**src/rtl/cmp_pkg.sv**
```systemverilog
package cmp_pkg;

  typedef struct packed {
    logic eq;
    logic gt;
  } cmp_flags_t;

  // Number of radix-4 levels needed to reach the given width
  function automatic int unsigned tree_levels(input int unsigned width);
    int unsigned w;
    int unsigned n;
    w = 1;
    n = 0;
    while (w < width) begin
      w = w * 4;
      n = n + 1;
    end
    return n;
  endfunction

  // Index of the first node of a tree level in the flat node array
  function automatic int unsigned level_base(input int unsigned width,
                                             input int unsigned lvl);
    int unsigned base;
    int unsigned cnt;
    base = 0;
    cnt  = width;
    for (int unsigned j = 0; j < lvl; j++) begin
      base = base + cnt;
      cnt  = cnt / 4;
    end
    return base;
  endfunction

endpackage

```
**src/rtl/cmp_leaf.sv**
```systemverilog
module cmp_leaf
  import cmp_pkg::*;
(
  input  logic       x_bit,
  input  logic       y_bit,
  output cmp_flags_t flags
);

  always_comb begin
    flags.eq = ~(x_bit ^ y_bit);
    flags.gt = x_bit & ~y_bit;
  end

endmodule

```
**src/rtl/cmp_merge4.sv**
```systemverilog
module cmp_merge4
  import cmp_pkg::*;
(
  input  cmp_flags_t [3:0] kids,   // index 3 is the most significant group
  output cmp_flags_t       flags
);

  always_comb begin
    flags.eq = kids[3].eq & kids[2].eq & kids[1].eq & kids[0].eq;
    flags.gt = kids[3].gt
             | (kids[3].eq & kids[2].gt)
             | (kids[3].eq & kids[2].eq & kids[1].gt)
             | (kids[3].eq & kids[2].eq & kids[1].eq & kids[0].gt);
  end

endmodule

```
**src/rtl/cmp_tree.sv**
```systemverilog
module cmp_tree
  import cmp_pkg::*;
#(
  parameter int unsigned WIDTH = 64
) (
  input  logic [WIDTH-1:0] a,
  input  logic [WIDTH-1:0] b,
  output cmp_flags_t       root
);

  localparam int unsigned LEVELS = tree_levels(WIDTH);
  localparam int unsigned NODES  = (4 * WIDTH - 1) / 3;

  cmp_flags_t nodes [NODES];

  generate
    for (genvar i = 0; i < WIDTH; i++) begin : g_leaf
      cmp_leaf u_leaf (
        .x_bit (a[i]),
        .y_bit (b[i]),
        .flags (nodes[i])
      );
    end

    for (genvar l = 1; l <= LEVELS; l++) begin : g_lvl
      localparam int unsigned SRC  = level_base(WIDTH, l - 1);
      localparam int unsigned DST  = level_base(WIDTH, l);
      localparam int unsigned CNT  = WIDTH / (4 ** l);
      for (genvar n = 0; n < CNT; n++) begin : g_node
        cmp_merge4 u_merge (
          .kids  ({nodes[SRC + 4*n + 3], nodes[SRC + 4*n + 2],
                   nodes[SRC + 4*n + 1], nodes[SRC + 4*n]}),
          .flags (nodes[DST + n])
        );
      end
    end
  endgenerate

  assign root = nodes[NODES - 1];

endmodule

```
**src/rtl/radix4_cmp.sv**
```systemverilog
module radix4_cmp
  import cmp_pkg::*;
#(
  parameter int unsigned WIDTH = 64
) (
  input  logic             clk,
  input  logic             rst,
  input  logic [WIDTH-1:0] a_in,
  input  logic [WIDTH-1:0] b_in,
  output logic             eq_q,
  output logic             gt_q,
  output logic             lt_q
);

  localparam int unsigned LEVELS = tree_levels(WIDTH);

  generate
    if (WIDTH < 4 || (4 ** LEVELS) != WIDTH) begin : g_bad_width
      $error("radix4_cmp: WIDTH must be a power of four");
    end
  endgenerate

  cmp_flags_t verdict;

  cmp_tree #(.WIDTH(WIDTH)) u_tree (
    .a    (a_in),
    .b    (b_in),
    .root (verdict)
  );

  always_ff @(posedge clk) begin
    if (rst) begin
      eq_q <= 1'b0;
      gt_q <= 1'b0;
      lt_q <= 1'b0;
    end else begin
      eq_q <= verdict.eq;
      gt_q <= verdict.gt;
      lt_q <= ~(verdict.eq | verdict.gt);
    end
  end

  // Tree root against a behavioural compare of the operands
  assert_tree_eq_R1: assert property (@(posedge clk) disable iff (rst)
    verdict.eq == (a_in == b_in));

  assert_tree_gt_R2: assert property (@(posedge clk) disable iff (rst)
    verdict.gt == (a_in > b_in));

  // Registered verdict: exactly one flag after a non-reset edge
  assert_one_flag_R4: assert property (@(posedge clk) disable iff (rst)
    1'b1 |=> $countones({eq_q, gt_q, lt_q}) == 1);

  // Less-than output tracks the operands one edge later
  assert_lt_order_R3: assert property (@(posedge clk) disable iff (rst)
    (a_in < b_in) |=> lt_q);

  // Synchronous reset clears the flags
  assert_reset_clear_R8: assert property (@(posedge clk)
    rst |=> (!eq_q && !gt_q && !lt_q));

endmodule

```
**config.mk**
```make
export PLATFORM = sky130hd
export DESIGN_NAME = radix4_cmp
export DESIGN_NICKNAME = d
export VERILOG_FILES = /design/src/rtl/cmp_pkg.sv /design/src/rtl/cmp_leaf.sv /design/src/rtl/cmp_merge4.sv /design/src/rtl/cmp_tree.sv /design/src/rtl/radix4_cmp.sv
export SDC_FILE = /design/constraint.sdc
export NUM_CORES = 1
export LEC_CHECK = 0
export CAP_MARGIN = 20
export CORE_MARGIN = 3
export CORE_UTILIZATION = 37
export CTS_CLUSTER_DIAMETER = 80
export DETAILED_ROUTE_END_ITERATION = 16
export PLACE_DENSITY = 0.91
export SYNTH_ARGS = -nofsm -noshare
export SYNTH_HDL_FRONTEND = slang
export SYNTH_SLANG_ARGS = --single-unit
```
**constraint.sdc**
```tcl
create_clock -name clk -period 2.9 [get_ports clk]
set_clock_uncertainty 0.2 [all_clocks]
set_input_delay 0.435 -clock clk [delete_from_list [all_inputs] [get_ports clk]]
set_output_delay 0.435 -clock clk [all_outputs]
set_load 0.005 [all_outputs]
```
Yosys cells after proc, flatten, opt, wreduce, memory -nomap -nowiden
Index checks and enable logic that the tools add are counted.
{"block": "totals", "register_bits": 3, "in_bits": 130, "out_inout_bits": 3, "elab_cells": 450}
{"block": "op_classes", "n_bitwise": 447}
{"op": "AND 1 bit", "count": 190}
{"op": "NOT 1 bit", "count": 129}
{"op": "bitwise OR 1 bit", "count": 64}
{"op": "bitwise XOR 1 bit", "count": 64}

Logic depth before layout (Yosys ltp)
Gate-level depths: netlist (run 1).
{"block": "logic_depth", "word_depth": 16, "mapped_depth": 8, "ltp_nobuf": 8}

Modules after synthesis
From an unflattened synthesis (run 1), not the netlist that was laid out.
{"block": "unflattened", "cells_unflattened": 260, "hier_area_um2": 1675.4}
{"mod": "cmp_leaf", "instances": 64, "cells_per_inst": 2, "area_per_inst_um2": 16.3, "seq_area_each_um2": 0.0}
{"mod": "cmp_merge4", "instances": 21, "cells_per_inst": 6, "area_per_inst_um2": 26.3, "seq_area_each_um2": 0.0}
{"mod": "radix4_cmp", "instances": 1, "cells_per_inst": 6, "area_per_inst_um2": 82.6, "seq_area_each_um2": 60.1}

Worst setup path after synthesis (run 1)
No wires, ideal clock.
{"block": "synth_path", "path_kind": "in2reg", "startpoint": "in b_in[47]", "endpoint": "reg lt_q", "arrival_time_ps": 1829, "required_ps": 2584, "path_slack_ps": 755, "path_stages": 8, "n_path_buf": 0, "path_cell_list": "inv_1 -> ha_1 -> nand4_2 -> nor4_2 -> and4_1 -> and4_1 -> nor2_1 -> and4_1"}
{"block": "synth_between", "elab_chain_cells": 15, "word_cells_on_any_way": 33, "classes_between": "bitwise: 33"}
{"item": "start, declared", "line": "radix4_cmp.sv:9", "rtl": "input logic [WIDTH-1:0] b_in,"}
{"item": "bitwise XOR 1 bit", "line": "cmp_leaf.sv:10", "rtl": "flags.eq = ~(x_bit ^ y_bit);"}
{"item": "NOT 1 bit", "line": "cmp_leaf.sv:10"}
{"item": "AND 1 bit (on tied branches)"}
{"item": "bitwise OR 1 bit, or another cell as far along", "line": "cmp_merge4.sv:11", "rtl": "| (kids[3].eq & kids[2].gt)"}
{"item": "bitwise OR 1 bit, or another cell as far along", "line": "cmp_merge4.sv:12", "rtl": "| (kids[3].eq & kids[2].eq & kids[1].gt)"}
{"item": "bitwise OR 1 bit, or another cell as far along", "line": "cmp_merge4.sv:13", "rtl": "| (kids[3].eq & kids[2].eq & kids[1].eq & kids[0].gt);"}
{"item": "bitwise OR 1 bit, or another cell as far along", "line": "cmp_merge4.sv:11"}
{"item": "bitwise OR 1 bit or AND 1 bit (tied branches)", "line": "cmp_merge4.sv:12, cmp_merge4.sv:13"}
{"item": "bitwise OR 1 bit", "line": "cmp_merge4.sv:13"}
{"item": "AND 1 bit", "line": "cmp_merge4.sv:11"}
{"item": "bitwise OR 1 bit", "line": "cmp_merge4.sv:11"}
{"item": "bitwise OR 1 bit", "line": "cmp_merge4.sv:12"}
{"item": "bitwise OR 1 bit", "line": "cmp_merge4.sv:13"}
{"item": "bitwise OR 1 bit (*)", "line": "radix4_cmp.sv:39", "rtl": "lt_q <= ~(verdict.eq | verdict.gt);"}
{"item": "NOT 1 bit (*)", "line": "radix4_cmp.sv:39"}
{"item": "end signal, assigned", "line": "radix4_cmp.sv:39"}
{"item": "end, declared", "line": "radix4_cmp.sv:12", "rtl": "output logic lt_q"}
Every way passes the cells marked *; elsewhere a longest branch is shown, timed or not.
A chain may end at the register's enable or synchronous reset.

Worst setup path after layout (run 1)
Same ends and word-level chain as after synthesis.

==> metrics.csv, run 1 <==
metric,value,unit
final_layout_size_suffix_gt1_frac,0.02681,
routed_wl,5409,µm
postPlaceCellArea,3120,µm²
layout_commonest_cell,clkdlybuf4s50_1,
critPathCaptureType,flip-flop,
antenna_cells,0,
crit_required,2.80,ns
crit_type,in2reg,
wire_per_inst,12.73,µm
io_pins,133,
overflow,0,
io_buffer_count,132,
grt_pass1_wl,8238,µm
slew_viol_final,0,
die-area,5522,µm²
multiInputGateArea,1423,µm²
seq_area,60.06,µm²
clk_path_buf_depth,2,
cts_tree,built,
status,finished clean,
dp_cells,421,
gp_congestion,0.7267,
tns,0,ns
nFillCells,337,
dr.pass1.iters,4,
powerDensity,174.0,nW/µm²
synth-edff-count,0,
htree_levels,1,
grt_usage,0.1844,
drtAntennaViolNets,0,
synth_nets,430,
finalPower,0.5507,mW
hp-class,in2reg,
slew_headroom,0.7310,
fin_crit_sh,0.8958,
syn-mean-instance-area,7.316,µm²
syn_inst,236,
synth-seq-cells,3,
drtIter0Drc,59,
layout.nets,568,
finalCriticalPeriod,2.598,ns
synth.yosys.seq_area_share,0.03478,
worstPathMaxFanout,4,
worstMarginPinSlew,0.3999,ns
post_cts.repair.setup_buffers,0,
crit_arrival,2.50,ns
start_util,0.3885,
cts-root-buf,clkbuf_8,
async_reset_ff_frac,0,
finalHoldViolations,0,
row_count,24,
vdd_drop_max,0.08266,mV
yosys.area.top_type,ha_1,
final_cell_mix,"clkdlybuf4s50_1, inv_1, ha_1",
cts.sink_count,3,
cts_resized,0,
p_leak,1.613,nW
rsz0062_at_grt,no,
area_growth,83.33,%
setup_violations,0,
syn_area,1727,µm²
synth_area_leaders,"ha_1, inv_1, a21oi_1",
synth-main-ff-cell,dfxtp_1,
cap_viol_max_count,0,
detail_route.vias_per_cell,4.981,
fin_area,3166,µm²
via_count,2117,
cts_hold_buffers,0,
core,4444,µm²
grt_pass1_vias,2118,
die_x,74.31,µm
fmax,385.0,MHz
ys.warnings.count,0,
grt_max_degree,5,
yosysUniqueCellTypes,28,
hpwlAfterDp,5016,µm
antenna_found_initial,0,
clk_pin_slew,0.03,ns
stdcell_count,425,
synth_top_cell_area_share,0.4638,
drc,0,
start_kind,input pin,
numCtsBuffers,3,
die_h,74.31,µm
## critical path, cell delays in order
cell and delay (ns):
clkdlybuf4s50_1 0.46, inv_1 0.04, ha_1 0.30, nand4_2 0.16, nor4_2 0.36, and4_1 0.27, and4_1 0.23, nor2_1 0.05
and4_1 0.20
## synthesized netlist by cell type (2+ instances only)
library cell	number
a22oi_1	2
a221oi_1	2
dfxtp_1	3
a21o_1	2
nor3_1	2
a21oi_1	27
inv_1	65
a31oi_1	2
o21ai_1	4
nand2_1	16
nand4_1	10
and4_1	5
o21ai_0	5
nand3_1	8
nand4_2	3
ha_1	64
nor2_1	5
## path summary, 6_finish.rpt
path,cells past startpoint,endpoint,startpoint
setup / recovery,9,lt_q,b_in[47]
hold / removal,2,eq_q,rst
## per-layer routing
metal	track usage	share of wire	wire length, µm
met1	0.1819	0.36	1971
met5	0	0	0
met3	0.03784	0.091	490
met2	0.3937	0.54	2904
met4	0.02372	0.0078	42
## final cells by class
type,count,area share
well taps,52,0.02055
inverters,65,0.07708
multi-input cells,168,0.4494
clock buffers,4,0.01423
flip-flops and latches,3,0.01897
repair buffers,133,0.4198
## flip-flops by register name, summed over array words and instances, names as in the netlist
name / cells
eq_q: 1
gt_q: 1
lt_q: 1
## through the flow
stage,hold WS (ns),setup slack [ns],util
global route,0.6604,0.1839,0.7123
finish,0.6402,0.3023,0.7123
global placement,0.8345,0.1748,0.7021
CTS,0.6407,0.2902,0.7123
floorplan,0.3044,0.7553,-
detailed placement,0.8430,0.09615,0.7021
## cell families after synthesis
logic type,count (synthesis),share of synthesized area
flops,3,0.03478
fa+ha+maj,64,0.4638
compound gates,50,0.1681
buf+inv,65,0.1413
simple gates,54,0.1920
## power breakdown
group          leakage (nW)  switching (mW)  internal [mW]
Clock                0.0228          0.0262         0.0936
Combinational          1.57           0.141          0.245
Sequential           0.0247        0.000933         0.0442
Total                  1.61           0.168          0.382
Power figures use the tool's default switching activity.
==> run 2, diff against run 1 <==
SLEW_MARGIN = 10   (was unset)
==> results of run 2 <==
The final DEF is identical to that of run 1; final timing and power are the same.
==> run 3, diff against run 2 <==
CORE_MARGIN = 2   (was 3)
==> metrics.csv, run 3 (synthesis gave the netlist of run 1 again) <==
metric,value,unit,change
status,finished clean,,
io_pins,133,,unchanged
crit_type,in2reg,,
path_cells,"clkdlybuf4s50_1, inv_1, ha_1, nand4_2, nor4_4, and4_1, and4_1, nor2_1, and4_1",,
cts_tree,built,,
finalHoldViolations,0,,unchanged
grt_pass1_wl,8004,µm,-2.8%
layout_commonest_cell,clkdlybuf4s50_1,,
worstPathMaxFanout,3,,-1
dr_wl_met3,475,µm,-3.1%
layout.nets,567,,-0.18%
top_layer,met4,,
drtAntennaViolNets,0,,unchanged
p_leak,1.607,nW,-0.34%
slew_headroom,0.7521,,+0.02115
crit_required,2.80,ns,about the same
rsz0062_at_grt,no,,
dr_wl_met2,2697,µm,-7.1%
grt_max_degree,5,,unchanged
dp_cells,420,,-0.24%
reg_top3,"eq_q x1, gt_q x1, lt_q x1",,
cts_hold_buffers,0,,unchanged
setup_violations,0,,unchanged
path_common_cell,and4_1,,
crit_slowest_cell,clkdlybuf4s50_1,,
cts_resized,0,,unchanged
slew_viol_final,0,,unchanged
fmax,391.6,MHz,+1.7%
numCtsBuffers,3,,unchanged
htree_levels,1,,unchanged
start_util,0.3912,,+0.002643
fin_ws,0.3466,ns,+0.04433 ns
dp_slack,0.1054,ns,+0.009256 ns
io_buffer_count,132,,unchanged
post_cts.repair.setup_buffers,0,,unchanged
finalCriticalPeriod,2.553,ns,-0.04433 ns
antenna_cells,0,,unchanged
final_cell_mix,"clkdlybuf4s50_1, inv_1, ha_1",,
cap_viol_max_count,0,,unchanged
seq_area,60.06,µm²,unchanged
powerDensity,174.5,nW/µm²,+0.31%
cpPeakStageDelay,0.45,ns,about the same
cts.sink_count,3,,unchanged
drc,0,,unchanged
nFillCells,341,,+1.2%
die-area,5229,µm²,-5.3%
whs,0.6078,ns,-0.03248 ns
crit_arrival,2.46,ns,-0.04 ns
final_layout_size_suffix_gt1_frac,0.02419,,-0.002616
grt_usage,0.1878,,+0.003432
wl_met1,1859,µm,-5.7%
worstMarginPinSlew,0.3670,ns,-0.03284 ns
vdd_drop_max,0.08933,mV,+8.1%
critPathCaptureType,flip-flop,,
wire_per_inst,12.11,µm,-4.8%
antenna_found_initial,0,,unchanged
via_count,2087,,-1.4%
dr.pass1.iters,4,,unchanged
clk_pin_slew,0.03,ns,about the same
multiInputGateArea,1423,µm²,unchanged
start_kind,input pin,,
hpwlAfterDp,4770,µm,-4.9%
tns,0,ns,unchanged
area_growth,82.90,%,
detail_route.vias_per_cell,4.922,,-1.2%
hp-class,in2reg,,
gp_congestion,0.7813,,+7.5%
overflow,0,,unchanged
routed_wl,5136,µm,-5.0%
row_count,24,,unchanged
cts-root-buf,clkbuf_8,,
stdcell_count,424,,-0.24%
drtIter0Drc,43,,-27%
fin_crit_sh,0.8805,,-0.01529
clk_path_buf_depth,2,,unchanged
core,4414,µm²,-0.68%
grt_pass1_vias,2072,,-2.2%
die_x,72.31,µm,-2.7%
die_h,72.31,µm,-2.7%
[run 3: final cells by class]
type / instances / area share
repair buffers: 132 / 0.4184
flip-flops and latches: 3 / 0.01902
multi-input cells: 168 / 0.4505
clock buffers: 4 / 0.01426
inverters: 65 / 0.07726
well taps: 52 / 0.02060
[run 3: worst paths after layout]
| kind | startpoint | end | cells after the start |
|---|---|---|---|
| min | rst | eq_q | 2 |
| max | b_in[58] | lt_q | 9 |
[run 3: layer usage]
layer / GRT usage / vias to the layer above
met3: 0.03611 / 12
met2: 0.3772 / 84
met4: 0.05870 / 0
met1: 0.1908 / 888
li1: - / 1103
met5: 0 / -
[run 3: critical path, delay by kind of cell]
kind	cells	cell delay, ns
buf+inv	2	0.49
fa+ha+maj	1	0.32
simple gates	6	1.21
[run 3: metrics by stage]
step | cell area [µm²] | utilization | total power [mW]
3_3_place_gp | 3113 | 0.7052 | 0.4145
3_5_place_dp | 3113 | 0.7052 | 0.4282
2_1_floorplan | 1727 | - | 0.2061
6_report | 3158 | 0.7154 | 0.5511
5_1_grt | 3158 | 0.7154 | 0.6031
4_1_cts | 3158 | 0.7154 | 0.5551
[run 3: power breakdown]
part / switching (mW) / internal, mW / leakage [nW]
Sequential: 0.000663 / 0.0441 / 0.0247
Clock: 0.0296 / 0.0939 / 0.0228
Combinational: 0.139 / 0.244 / 1.56
Total: 0.169 / 0.382 / 1.61
